==> src/rtl/atr_pkg.sv <==
package atr_pkg;

    typedef enum logic [1:0] {
        PH_IDLE  = 2'd0,
        PH_ARMED = 2'd1,
        PH_SEND  = 2'd2
    } phase_e;

endpackage

==> src/rtl/atr_sync.sv <==
module atr_sync #(
    parameter int              WIDTH   = 3,
    parameter int              STAGES  = 2,
    parameter logic [WIDTH-1:0] RST_VAL = '0
) (
    input  logic             clk,
    input  logic             rst_n,
    input  logic [WIDTH-1:0] async_i,
    output logic [WIDTH-1:0] sync_o
);
    logic [WIDTH-1:0] stage_q [STAGES];

    for (genvar s = 0; s < STAGES; s++) begin : g_stage
        if (s == 0) begin : g_first
            always_ff @(posedge clk or negedge rst_n) begin
                if (!rst_n) stage_q[s] <= RST_VAL;
                else        stage_q[s] <= async_i;
            end
        end else begin : g_next
            always_ff @(posedge clk or negedge rst_n) begin
                if (!rst_n) stage_q[s] <= RST_VAL;
                else        stage_q[s] <= stage_q[s-1];
            end
        end
    end

    assign sync_o = stage_q[STAGES-1];
endmodule

==> src/rtl/atr_edge.sv <==
module atr_edge #(
    parameter int              WIDTH   = 2,
    parameter logic [WIDTH-1:0] RST_VAL = '0
) (
    input  logic             clk,
    input  logic             rst_n,
    input  logic [WIDTH-1:0] level_i,
    output logic [WIDTH-1:0] rise_o,
    output logic [WIDTH-1:0] fall_o
);
    logic [WIDTH-1:0] prev_q;

    always_ff @(posedge clk or negedge rst_n) begin
        if (!rst_n) prev_q <= RST_VAL;
        else        prev_q <= level_i;
    end

    for (genvar i = 0; i < WIDTH; i++) begin : g_bit
        assign rise_o[i] = level_i[i] & ~prev_q[i];
        assign fall_o[i] = ~level_i[i] & prev_q[i];
    end
endmodule

==> src/rtl/atr_hdr_sel.sv <==
module atr_hdr_sel #(
    parameter int                      HDR_BYTES = 4,
    parameter logic [HDR_BYTES*8-1:0]  HDR_VALUE = 32'h55AA_5519,
    localparam int                     HDR_BITS  = HDR_BYTES * 8,
    localparam int                     IDX_W     = $clog2(HDR_BITS)
) (
    input  logic [IDX_W-1:0] idx_i,
    output logic             bit_o
);
    localparam int BYTE_W = (HDR_BYTES > 1) ? $clog2(HDR_BYTES) : 1;

    logic [7:0] byte_tab [HDR_BYTES];

    for (genvar b = 0; b < HDR_BYTES; b++) begin : g_byte
        assign byte_tab[b] = HDR_VALUE[b*8 +: 8];
    end

    logic [BYTE_W-1:0] byte_sel;
    logic [2:0]        bit_sel;

    always_comb begin
        byte_sel = BYTE_W'(idx_i >> 3);
        bit_sel  = idx_i[2:0];
        bit_o    = byte_tab[byte_sel][bit_sel];
    end
endmodule

==> src/rtl/atr_header_gen.sv <==
module atr_header_gen
    import atr_pkg::*;
#(
    parameter int                     SYNC_STAGES = 2,
    parameter int                     HDR_BYTES   = 4,
    parameter logic [HDR_BYTES*8-1:0] HDR_VALUE   = 32'h55AA_5519
) (
    input  logic clk,
    input  logic rst_n,
    input  logic iso_rst,
    input  logic cs_n,
    input  logic ser_clk,
    input  logic nv_busy,
    output logic sda_o,
    output logic sda_oe
);
    localparam int               HDR_BITS = HDR_BYTES * 8;
    localparam int               IDX_W    = $clog2(HDR_BITS);
    localparam logic [IDX_W-1:0] LAST_IDX = IDX_W'(HDR_BITS - 1);

    // synchronized pins: [2]=cs_n, [1]=ser_clk, [0]=iso_rst
    logic [2:0] pins_s;
    logic [1:0] edge_rise, edge_fall;

    atr_sync #(.WIDTH(3), .STAGES(SYNC_STAGES), .RST_VAL(3'b100)) u_sync (
        .clk     (clk),
        .rst_n   (rst_n),
        .async_i ({cs_n, ser_clk, iso_rst}),
        .sync_o  (pins_s)
    );

    atr_edge #(.WIDTH(2), .RST_VAL(2'b00)) u_edge (
        .clk     (clk),
        .rst_n   (rst_n),
        .level_i (pins_s[1:0]),
        .rise_o  (edge_rise),
        .fall_o  (edge_fall)
    );

    logic cs_hi, rst_rise, rst_fall, scl_rise, scl_fall;
    assign cs_hi    = pins_s[2];
    assign rst_rise = edge_rise[0];
    assign rst_fall = edge_fall[0];
    assign scl_rise = edge_rise[1];
    assign scl_fall = edge_fall[1];

    typedef struct packed {
        phase_e           phase;
        logic [IDX_W-1:0] idx;
    } seq_t;

    seq_t seq_d, seq_q;

    always_comb begin
        seq_d = seq_q;
        unique case (seq_q.phase)
            PH_IDLE: begin
                if (rst_rise && !cs_hi && !nv_busy) seq_d.phase = PH_ARMED;
            end
            PH_ARMED: begin
                if (cs_hi) begin
                    seq_d.phase = PH_IDLE;
                end else if (rst_fall) begin
                    seq_d.phase = PH_SEND;
                    seq_d.idx   = '0;
                end
            end
            PH_SEND: begin
                if (cs_hi) begin
                    seq_d.phase = PH_IDLE;
                    seq_d.idx   = '0;
                end else if (scl_fall) begin
                    if (seq_q.idx == LAST_IDX) begin
                        seq_d.phase = PH_IDLE;
                        seq_d.idx   = '0;
                    end else begin
                        seq_d.idx = seq_q.idx + 1'b1;
                    end
                end
            end
            default: seq_d = '{phase: PH_IDLE, idx: '0};
        endcase
    end

    always_ff @(posedge clk or negedge rst_n) begin
        if (!rst_n) seq_q <= '{phase: PH_IDLE, idx: '0};
        else        seq_q <= seq_d;
    end

    logic hdr_bit;

    atr_hdr_sel #(.HDR_BYTES(HDR_BYTES), .HDR_VALUE(HDR_VALUE)) u_sel (
        .idx_i (seq_q.idx),
        .bit_o (hdr_bit)
    );

    logic sending;
    assign sending = (seq_q.phase == PH_SEND);
    assign sda_o   = sending & hdr_bit;
    assign sda_oe  = sending & ~cs_n;

endmodule

==> config.mk <==
export PLATFORM = sky130hd
export DESIGN_NAME = atr_header_gen
export DESIGN_NICKNAME = d
export VERILOG_FILES = /design/src/rtl/atr_pkg.sv /design/src/rtl/atr_sync.sv /design/src/rtl/atr_edge.sv /design/src/rtl/atr_hdr_sel.sv /design/src/rtl/atr_header_gen.sv
export SDC_FILE = /design/constraint.sdc
export NUM_CORES = 1
export LEC_CHECK = 0
export CORE_MARGIN = 5
export CORE_UTILIZATION = 28
export DETAILED_ROUTE_END_ITERATION = 6
export GPL_TIMING_DRIVEN = 1
export SYNTH_ARGS = -nofsm -noshare
export SYNTH_HDL_FRONTEND = slang
export SYNTH_SLANG_ARGS = --single-unit
==> constraint.sdc <==
create_clock -name clk -period 3.05 [get_ports clk]
set_input_delay 0.7625 -clock clk [delete_from_list [all_inputs] [get_ports clk]]
set_output_delay 0.7625 -clock clk [all_outputs]
set_load 0.01 [all_outputs]
# After elaboration in Yosys (flattened, before gate mapping)
# Cells that the tools add are included.
# totals
wordCells	50
in_bits	6
out_inout_bits	2
regBits	15
# classes
eq_ne	9
n_bitwise	11
mux	15
n_addsub	1
order_cmp	2
reduce_logical	7
# op_table
op	count
$mux W7	3
$bmux W8 S2	1
$mux W8	2
$pmux W5 S3	1
$mux W5	2
$reduce_and A4 Y1	2
$mux W2	3
$ne A2 B2 Y1 const B	3
$ne A3 B2 Y1 const B	2
$pmux W2 S3	1
$add A5 B1 Y5 const B	1
$and A1 B1 Y1	5
$eq A5 B5 Y1 const B	1
$not A1 Y1	5
$lt A3 B4 Y1 const B	1
$bmux W1 S3	1
$ge A3 B3 Y1 const B	1
$ne A3 B1 Y1 const B	1
$not A2 Y3	1
$eq A2 B1 Y1 const B	1
$eq A2 B2 Y1 const B	1
$logic_and A1 B1 Y1	2
$logic_not A1 Y1	2
$logic_not A2 Y1	1
$mux W1	1

# Logic depth before layout (Yosys ltp)
# logic_depth
depth_word	7
depth_mapped	7
depth_no_buf	7

# Modules after synthesis
# From an unflattened synthesis, not the netlist that was laid out.
# unflattened
hier_cells	66
area_unflattened_um2	714.4
# by_module_without_submodules
mod	area_per_inst_um2	instances	cells_per_inst	seq_area_each_um2
atr_header_gen	417.9	1	45	175.2
atr_sync	175.2	1	9	152.6
atr_edge	85.1	1	6	50.0
atr_hdr_sel	36.3	1	6	0.0

# Least setup slack after synthesis
# Ideal clock, no wire load.
# synth_timing
path_kind	register to output
from	reg seq_q[2] (netlist bit)
to	out sda_o
t_arrival_ns	1.026
setup_slack_ns	1.261
path_buffers	0
path_stages_with_launch	5
t_required_ns	2.288
cell_sequence	dfrtp_1 -> inv_1 -> a21oi_1 -> or3_1 -> a21oi_1
# synth_between
elab_chain_len	3
# synth_rtl
item	line	rtl
from (decl)	atr_header_gen.sv:52	seq_t seq_d, seq_q;
from (signal assigned)	atr_header_gen.sv:86	if (!rst_n) seq_q <= '{phase: PH_IDLE, idx: '0};
from (signal assigned)	atr_header_gen.sv:87	else seq_q <= seq_d;
$bmux W1 S3	atr_hdr_sel.sv:24	bit_o = byte_tab[byte_sel][bit_sel];
$mux W1 (implied by the code)	atr_hdr_sel.sv:24	
$and A1 B1 Y1	atr_header_gen.sv:99	assign sda_o = sending & hdr_bit;
to (decl)	atr_header_gen.sv:14	output logic sda_o,
# No other way between the ends. The select of a mux whose other input is x is not followed.

# Worst setup path in the final report
# Same ends and word-level chain as after synthesis.

==> impl_metrics.py <==
metrics = {
    "outcome": {
        "status": "finished clean",
    },
    "finish": {
        "final_cell_area_um2": 795,
        "diodes": 0,
        "drive_above_1_share_pct": 17.9,
        "area_growth_pct": 19.8,
        "num-fill-cells": 238,
        "fin_nets": 76,
    },
    "power": {
        "clkPwrFrac_pct": 31.8,
        "share_comb_of_total_power_pct": 5.8,
        "internal_power_mw": 0.268,
        "pwr-share-seq_pct": 62.4,
        "p_switching_mw": 0.0717,
        "ir_drop_v": 0.000293,
        "switching_share_pct": 21.1,
        "power.density_nw_per_um2": 427,
        "leakage_nw": 0.354,
    },
    "timing": {
        "setup_ws_ns": 0.456,
        "period_minus_slack_ns": 2.59,
        "slew_headroom_pct": 55.7,
        "rsz0062_at_grt": "no",
        "slew_viol_final": 0,
        "fmax_ghz": 0.386,
        "finalSetupViolCount": 0,
        "fin_skew_ns": 0.00433,
        "worst_pin_slew_ns": 0.662,
        "hold_viol": 0,
        "fin_crit_sh_pct": 85.0,
        "fin_tns_setup_ns": 0,
    },
    "floorplan": {
        "std_cell_rows": 17,
        "dieArea_um2": 3440,
        "ioPinCount": 8,
        "die_h_um": 58.7,
        "initial_utilization_pct": 29.7,
        "fp.dieW_um": 58.7,
        "fp.coreArea_um2": 2230,
    },
    "grt": {
        "gr-usage-met1_pct": 10.1,
        "top_usage_layer": "met2",
        "track_usage_pct": 7.71,
        "grtUsageMet2_pct": 11.3,
        "grt_overflow": 0,
        "grt_start_max_net_pins": 16,
        "antenna_found_initial": 0,
        "grt_pass1_vias": 471,
        "grt_pass1_wl_mm": 1.95,
        "use_met3_pct": 1.32,
    },
    "yosys": {
        "syn_inst": 56,
        "ys_types": 28,
        "ys_seq_elements": 15,
        "avgSynthCellArea_um2": 11.8,
        "yosysTopAreaCell": "dfrtp_1",
        "yosys_warnings": 0,
        "syn-num-nets": 64,
        "synth_top_area_share_pct": 49.1,
        "synth_area_um2": 663,
        "seq_area_frac_synth_pct": 57.0,
        "synthTopCellsByArea": "dfrtp_1 49%, dfstp_2 7.9%, ha_1 3.8%",
    },
    "drt": {
        "drc": 0,
        "final_antenna_net_count": 0,
        "routedWlPerCell_um": 11.5,
        "finalWirelength_mm": 1.09,
        "drt-pass1-iter-count": 4,
        "drt-initial-drc-count": 6,
        "vias": 434,
        "routed_via_density": 4.57,
    },
    "clock_tree": {
        "cts_max_path_buffers": 2,
        "cts.repair.resized": 0,
        "ctsRootBufferMaster": "clkbuf_4",
        "cts_made_buffers": 3,
        "cts_post_setup_buffers_inserted": 0,
        "clkTransAtPathRegs_ns": 0.08,
        "cts_num_sinks": 15,
        "cts_hold_buf": 0,
        "clk_latency_ns": 0.27,
        "cts.htree.levels": 1,
        "cts_tree": "done",
    },
    "place": {
        "gp_congestion": 0.747,
        "hpwlAfterDp_um": 812,
        "pre_cts_ws_ns": 0.467,
        "placed_area_um2": 768,
        "io_buffers": 7,
    },
    "setup_path": {
        "required_ns": 2.29,
        "start_kind": "register",
        "crit_type": "reg -> out",
        "worst_setup_path_end_kind": "output pin",
        "arrival_ns": 1.83,
        "critPathMaxFanout": 4,
    },
    "min_path": {
        "hold_path.class": "reg -> reg",
    },
    "run": {
        "drv_cap": 0,
    },
}
Yosys cell counts, drive strengths merged:
cell,number
o21bai,1
dfrtp,13
nand2,5
nand3b,1
ha,2
o31ai,1
nor2,3
and3,2
or3,1
a211oi,1
a21boi,1
mux2,1
nor3b,2
nand2b,1
a21oi,3
mux2i,2
inv,4
o2bb2ai,1
o21ai,5
or2b,2
dfstp,2
a21o,1
nand3,1
power groups by stage:
stage / registers [mW] / logic (mW) / clock network (mW)
floorplan: 0.214 / 0.00765 / 0
global placement: 0.215 / 0.0198 / 0
detailed placement: 0.216 / 0.0201 / 0
CTS: 0.212 / 0.0202 / 0.117
global route: 0.213 / 0.0219 / 0.125
finish: 0.212 / 0.0196 / 0.108
state kept, by name, summed over array words and instances (netlist names):
name and flops:
seq_q 7, u_edge.prev_q 2, u_sync.stage_q 3, u_sync.sync_o 3
stage by stage:
step | util [%] | power (mW) | hold slack, ns | std cells
after floorplan | - | 0.222 | 0.331 | 56
after global placement | 34.4 | 0.235 | 0.333 | 91
after detailed placement | 34.4 | 0.236 | 0.338 | 91
after CTS | 35.6 | 0.349 | 0.358 | 95
after global routing | 35.6 | 0.360 | 0.365 | 95
final | 35.6 | 0.339 | 0.355 | 95
layout make-up:
class	instances	area [µm²]	area share [%]
tap	28	35.0	4.41
inverter	4	15.0	1.89
clock buffer	4	26.3	3.31
multi-input combinational	37	270	34.0
timing repair buffer	7	70.1	8.82
sequential	15	378	47.6
worst max-delay path, cell delays in order, from the launching register on:
cell and delay [ns]:
dfrtp_1 0.42, inv_1 0.09, a21oi_1 0.06, or3_1 0.30, a21oi_1 0.15, clkdlybuf4s50_1 0.55
final timing paths:
path                                     end               from  slack, ns  cells past startpoint
min in group asynchronous           seq_q[4]              rst_n       0.89                      1
setup reg to reg                    seq_q[3]           seq_q[1]       1.49                      7
hold reg to reg             u_sync.sync_o[0]  u_sync.stage_q[3]       0.35                      0
max in group asynchronous  u_sync.stage_q[3]              rst_n       1.74                      1
hold / removal              u_sync.sync_o[0]  u_sync.stage_q[3]       0.35                      0
setup / recovery                       sda_o           seq_q[2]       0.46                      5
placed cells by master, fill, tap and decap left out, types with 2 or more instances in the layout:
cell type,instances
clkdlybuf4s50_1,7
ha_1,2
and3_1,2
o21ai_0,3
inv_1,4
a21oi_1,3
nor2_1,3
dfstp_2,2
nand2_1,4
clkbuf_4,3
dfrtp_1,13
mux2i_1,2
metal layers:
layer	routed length, µm	share of wire, %
met1	552	51
met2	487	45
met3	37	3.4
met4	12	1.1
met5	0	0
logic make-up (layout without fill, tap and decap cells):
logic type	count (synthesis)	count (layout)	share of synthesized area, %
muxes	3	3	5.28
and+or+nand+nor	18	18	17.5
AOI/OAI and AO/OA	14	14	14.2
buffers and inverters	4	15	2.26
adders and majority gates	2	2	3.77
DFF	15	15	57.0
Note: power is estimated with default switching activity, not from simulation.
